### src/rtl/ir_rx_capture.sv
module ir_rx_capture #(
  parameter int TW = 16,
  parameter int PW = 16
) (
  input  logic          clk,
  input  logic          rst_n,
  input  logic          rx_pin,
  input  logic          en,
  input  logic          mode,
  input  logic [1:0]    edge_sel,
  input  logic          burst_en,
  input  logic [PW-1:0] carrier_period,
  input  logic          irq_en,
  input  logic          clr_flag,
  input  logic          clr_ovf,
  output logic [TW-1:0] cap,
  output logic          rx_data,
  output logic          flag,
  output logic          ovf,
  output logic          irq
);
  localparam logic [PW:0] IVL_ONE = (PW+1)'(1);

  logic          s1, s2, prev, burst_q, ivl_run;
  logic [TW-1:0] tmr;
  logic [PW:0]   ivl;

  wire active     = en & ~mode;
  wire rise       = s2 & ~prev;
  wire fall       = ~s2 & prev;
  wire burst_rise = burst_en & ~burst_q;
  wire [PW:0] ivl_last = {carrier_period, 1'b0} - IVL_ONE;

  logic hit;
  always_comb begin
    case (edge_sel)
      2'b00:   hit = fall;
      2'b01:   hit = rise;
      2'b10:   hit = rise | fall;
      default: hit = 1'b0;
    endcase
  end

  wire qual    = active & hit;
  wire expire  = active & burst_en & ~qual & ivl_run & (ivl == ivl_last);
  wire set_flg = (qual & ~burst_en) | expire;
  wire set_ovf = active & (&tmr);

  assign irq = irq_en & (flag | ovf);

  always_ff @(posedge clk or negedge rst_n) begin
    if (!rst_n) begin
      s1 <= 1'b0; s2 <= 1'b0; prev <= 1'b0; burst_q <= 1'b0;
    end else begin
      s1 <= rx_pin; s2 <= s1; prev <= s2; burst_q <= burst_en;
    end
  end

  always_ff @(posedge clk or negedge rst_n) begin
    if (!rst_n) tmr <= '0;
    else if (!active) tmr <= '0;
    else tmr <= tmr + 1'b1;
  end

  always_ff @(posedge clk or negedge rst_n) begin
    if (!rst_n) begin
      cap <= '0; rx_data <= 1'b0;
    end else begin
      if (burst_rise) cap <= TW'(1);
      else if (qual) cap <= burst_en ? cap + 1'b1 : tmr;
      if (qual) rx_data <= s2;
    end
  end

  always_ff @(posedge clk or negedge rst_n) begin
    if (!rst_n) begin
      ivl <= '0; ivl_run <= 1'b0;
    end else if (!active || !burst_en) begin
      ivl <= '0; ivl_run <= 1'b0;
    end else if (qual) begin
      ivl <= '0; ivl_run <= 1'b1;
    end else if (ivl_run) begin
      if (ivl == ivl_last) ivl_run <= 1'b0;
      else ivl <= ivl + 1'b1;
    end
  end

  always_ff @(posedge clk or negedge rst_n) begin
    if (!rst_n) begin
      flag <= 1'b0; ovf <= 1'b0;
    end else begin
      flag <= set_flg | (flag & ~clr_flag);
      ovf  <= set_ovf | (ovf & ~clr_ovf);
    end
  end

  AST_IDLE_HOLD: assert property (@(posedge clk) disable iff (!rst_n)
    (!active && !burst_rise) |=> ($stable(cap) && $stable(rx_data)));
  AST_RESERVED_SEL: assert property (@(posedge clk) disable iff (!rst_n)
    (edge_sel == 2'b11 && !burst_rise) |=> $stable(cap));
  AST_BURST_LOAD: assert property (@(posedge clk) disable iff (!rst_n)
    burst_rise |=> (cap == TW'(1)));
  AST_BURST_NO_EDGE_FLAG: assert property (@(posedge clk) disable iff (!rst_n)
    (burst_en && qual && !flag) |=> !flag);
  AST_FLAG_STICKY: assert property (@(posedge clk) disable iff (!rst_n)
    (flag && !clr_flag) |=> flag);
  AST_OVF_STICKY: assert property (@(posedge clk) disable iff (!rst_n)
    (ovf && !clr_ovf) |=> ovf);
endmodule

### config.mk
export PLATFORM = sky130hd
export DESIGN_NAME = ir_rx_capture
export DESIGN_NICKNAME = d
export VERILOG_FILES = /design/src/rtl/ir_rx_capture.sv
export SDC_FILE = /design/constraint.sdc
export NUM_CORES = 1
export LEC_CHECK = 0
export BUFFER_PORTS_ARGS = -buffer_cell sky130_fd_sc_hd__clkbuf_2
export CAP_MARGIN = 40
export CORE_UTILIZATION = 55
export DETAILED_ROUTE_END_ITERATION = 7
export PLACE_DENSITY = 0.84
export SYNTH_ARGS = -nofsm -noshare
export SYNTH_HDL_FRONTEND = slang
export SYNTH_SLANG_ARGS = --single-unit
export TNS_END_PERCENT = 30
### constraint.sdc
create_clock -name clk -period 7.35 [get_ports clk]
set_clock_uncertainty 0.15 [all_clocks]
set_input_delay 0.735 -clock clk [delete_from_list [all_inputs] [get_ports clk]]
set_output_delay 0.735 -clock clk [all_outputs]
set_load 0.01 [all_outputs]
# Yosys cells after proc, flatten, opt, wreduce, memory -nomap -nowiden
# Index checks and enable logic that the tools add are counted.
# op_classes
n_addsub	4
n_eq_ne	4
mux	13
n_bitwise	27
n_reduce_logical	8
# ops
op	n
$mux W17	4
$mux W16	4
$add A16 B1 Y16 const B	2
$add A17 B1 Y17 const B	1
$eq A17 B17 Y1	1
$sub A17 B1 Y17 const B	1
$reduce_and A16 Y1	1
$and A1 B1 Y1	14
$not A1 Y1	8
$or A1 B1 Y1	5
$mux W1	4
$ne A3 B2 Y1 const B	1
$pmux W1 S3	1
$reduce_bool A3 Y1	1
$eq A2 B1 Y1 const B	1
$eq A2 B2 Y1 const B	1
$logic_not A1 Y1	2
$logic_not A2 Y1	1
$reduce_and A2 Y1	1
$reduce_bool A2 Y1	1
$logic_or A1 B1 Y1	1
# word_totals
ff_bits	57
in_bits	27
output_inout_bits	20
word_cells	67

# Logic depth before layout (Yosys ltp)
# depth
depth_word	11
ltp_mapped	12

# Worst setup path before layout
# No wires, ideal clock.
# synth_timing
path_kind	input -> register
startpoint	input carrier_period[0]
endpoint	register ivl[12]
arrival_time_ns	2.956
t_required_ns	7.105
setup_slack_ns	4.148
path_stages	12
cell_sequence	inv_1 -> ha_1 -> or4b_1 -> nor4_4 -> mux2i_1 -> mux2i_1 -> a22oi_1 -> and3b_1 -> or2_1 -> buf_2 -> buf_6 -> o31ai_1
# synth_via
elab_chain_cells	4
# synth_lines
item	line	rtl
start, declared	12	input logic [PW-1:0] carrier_period,
$sub A17 B1 Y17	32	wire [PW:0] ivl_last = {carrier_period, 1'b0} - IVL_ONE;
$eq A17 B17 Y1	83	if (ivl == ivl_last) ivl_run <= 1'b0;
$ne A3 B2 Y1 (no source line)	--	
$reduce_and A2 Y1 (no source line)	--	
end signal, assigned	84	else ivl <= ivl + 1'b1;
end, declared	26	logic [PW:0] ivl;
# No other way between the ends.
# A chain may end at the register's enable or synchronous reset.

# Final worst setup path
# layout_timing
startpoint	input carrier_period[0]
endpoint	register ivl[8]
# Same word-level chain as after synthesis.

==> metrics.cfg <==
[worst_setup_path]
cp.required_ns = 7.40
worst-setup-path-type = input pin to flip-flop
cp_num_buf_inv = 2
r2r_setup_slack_ns = 4.01
rr_worst_depth = 8
crit_slowest_cell = and3b_1
crit_fanout = 23
cp_cell_sequence = clkbuf_2, inv_1, ha_1, or4b_1, nor2_1, xor2_1, o221a_2, o21ai_0, and3b_1, or2_1, o21ai_0
crit_top_cell = o21ai_0
cpLargestDelayFamily = simple AND/OR/NAND/NOR gates
cp-start-kind = input pin
arrival_ns = 3.82
r2r_end = ivl[8]
max_stage_delay_ns = 0.68
end_kind = flip-flop
r2r-start = ivl[3]

[clocking]
root_buffer = clkbuf_8
numCtsBuffers = 9
cts_resized = 0
htree_levels = 3
tritoncts = yes
postCtsHoldBufs = 0
clk_latency_ns = 0.34
path_clk_slew_ns = 0.07
postCtsSetupRepairBufs = 0
cts_sinks = 57
clk_path_buf_depth = 2

[global_route]
top_usage_layer = met2
grt_pass1_wl_mm = 14.3
met3_usage_pct = 7.14
met2_usage_pct = 43.8
antenna_found_initial = 0
gr-total-overflow = 0
grt_max_degree = 58
grtUsageMet1_pct = 38.9
first_global_vias = 3108
grt_usage_pct = 28.2

[timing]
rsz0062_at_grt = no
fin_crit_sh_pct = 51.3
final-max-slew-violation-count = 0
hold_viol = 0
finalSetupTns_ns = 0
period_minus_slack_ns = 3.77
finalSetupViolations = 0
slew_headroom_pct = 48.5
fmax_mhz = 265
worstMarginPinSlew_ns = 0.773

[synthesis]
synth_compound_area_share_pct = 20.5
synth_simple_gate_area_share_pct = 25.4
netlist_instances = 418
synth_top_cell_by_area = dfrtp_1
yosys.area.top_type_share_pct = 39.9
netlist_area_um2 = 3570
avgSynthCellArea_um2 = 8.55
ys_top_cells_by_area = dfrtp_1, a21oi_1, xor2_1, nor2_1, nand2_1
synthMuxAreaShare_pct = 0.560
synthFlopType = dfrtp_1
synth_nets = 451
ys_seq_area_share_pct = 39.9
netlist_top_cells_count = dfrtp_1, a21oi_1, nor2_1
ys_seq_elements = 57
synth_xor_area_share_pct = 7.60
synth_top_family_by_area = simple AND/OR/NAND/NOR gates
async_reset_ff_share_pct = 100
synth.distinct_cells = 52
synthAdderAreaFrac_pct = 2.10
synth_edf_count = 0
synth_warnings = 0
post-synth-top-count-cell = dfrtp_1

[cells_and_area]
nNetsFinal = 488
areaGrowthSynthToFinish_pct = 11.8
area.sequential_um2 = 1430
multi_input_area_um2 = 2000
antenna_cells = 0
layout-drive-gt1-share_pct = 15.4
fill_cells = 509

[die]
start_util_pct = 58.6
ios = 47
num_rows = 28
die_area_um2 = 6820
die_w_um = 82.6
die_y_um = 82.6
core_um2 = 6100

[power_and_ir_drop]
max-vdd-ir-drop_v = 0.000101
static-leakage-power_nw = 1.72
power.total_mw = 0.672
power.density_nw_per_um2 = 168

[detailed_routing]
drtIter0Drc = 310
final_antenna_net_count = 0
wl_mm = 8.81
viasPerCell = 6.42
firstDrtPassIters = 5
drc_errors = 0
avgRoutedWirePerCell_um = 16.5
vias = 3435

[placement]
dp_hpwl_mm = 6.04
portBuffers = 46
gp_congestion = 0.858

[outcome]
status = complete, no violations

[job]
maxCapViolCount = 0

[hold_path]
hold_path_end = s2
hp-start = s1
hold_depth = 0
hp-class = flip-flop to flip-flop

==> cell families (layout without fill, tap and decap cells) <==
kind of cell	count (synthesis)	count (layout)
compound gates	116	116
xor+xnor	31	31
fa+ha+maj	6	6
buf+inv	35	77
flops	57	57
mux	2	2
simple gates	171	171
==> state kept, by name, summed over array words and instances (netlist names) <==
name     count
rx_data      1
burst_q      1
s2           1
prev         1
s1           1
tmr         16
ivl         17
flag         1
cap         16
ovf          1
ivl_run      1
==> worst max-delay path by stage <==
stage / start / endpoint / slack (ns) / depth (start not counted)
after floorplan: carrier_period[0] / ivl[12] / 4.15 / 12
after global placement: carrier_period[0] / ivl[8] / 3.35 / 11
after detailed placement: carrier_period[0] / ivl[8] / 3.28 / 11
after CTS: carrier_period[0] / ivl[8] / 3.63 / 11
after global routing: carrier_period[0] / ivl[8] / 3.40 / 11
final: carrier_period[0] / ivl[8] / 3.58 / 11
==> cell type report <==
type / instances / area share (%)
clock buffers: 9 / 3.10
flip-flops and latches: 57 / 35.7
clock inverters: 7 / 1.19
inverters: 12 / 1.13
well taps: 75 / 2.35
repair buffers: 49 / 6.33
multi-input cells: 326 / 50.2
==> where the power goes <==
part | internal (mW) | total [mW] | switching (mW)
clock network | 0.121 | 0.255 | 0.134
logic | 0.0307 | 0.0797 | 0.0490
registers | 0.323 | 0.337 | 0.0137
==> stage by stage <==
step,util (%),hold WS (ns),cell area [µm²],instances,setup slack (ns)
after floorplan,-,0.181,3570,418,4.15
after global placement,62.7,0.188,3820,519,3.35
after detailed placement,62.7,0.194,3820,519,3.28
after CTS,65.5,0.209,3990,535,3.63
after global routing,65.5,0.209,3990,535,3.40
final,65.5,0.205,3990,535,3.58
==> cells in the final DEF (no fill, tap or decap), types with 12 or more instances in the layout <==
cell      synthesis  layout
nor2_1           37      37
xor2_1           19      19
a21oi_1          37      37
clkbuf_2          0      46
o21ai_0          18      18
nand2_1          34      34
o22ai_1          18      18
xnor2_1          12      12
nand4_1          15      15
nand3_1          22      22
inv_1            12      12
dfrtp_1          57      57
and3_1           13      13
o211ai_1         16      16
==> layer usage <==
layer,vias to the layer above,share of wire (%)
met3,12,6.0
met5,-,0
met4,0,1.1
li1,1626,-
met1,1658,47
met2,139,46
Power figures use the tool's default switching activity.
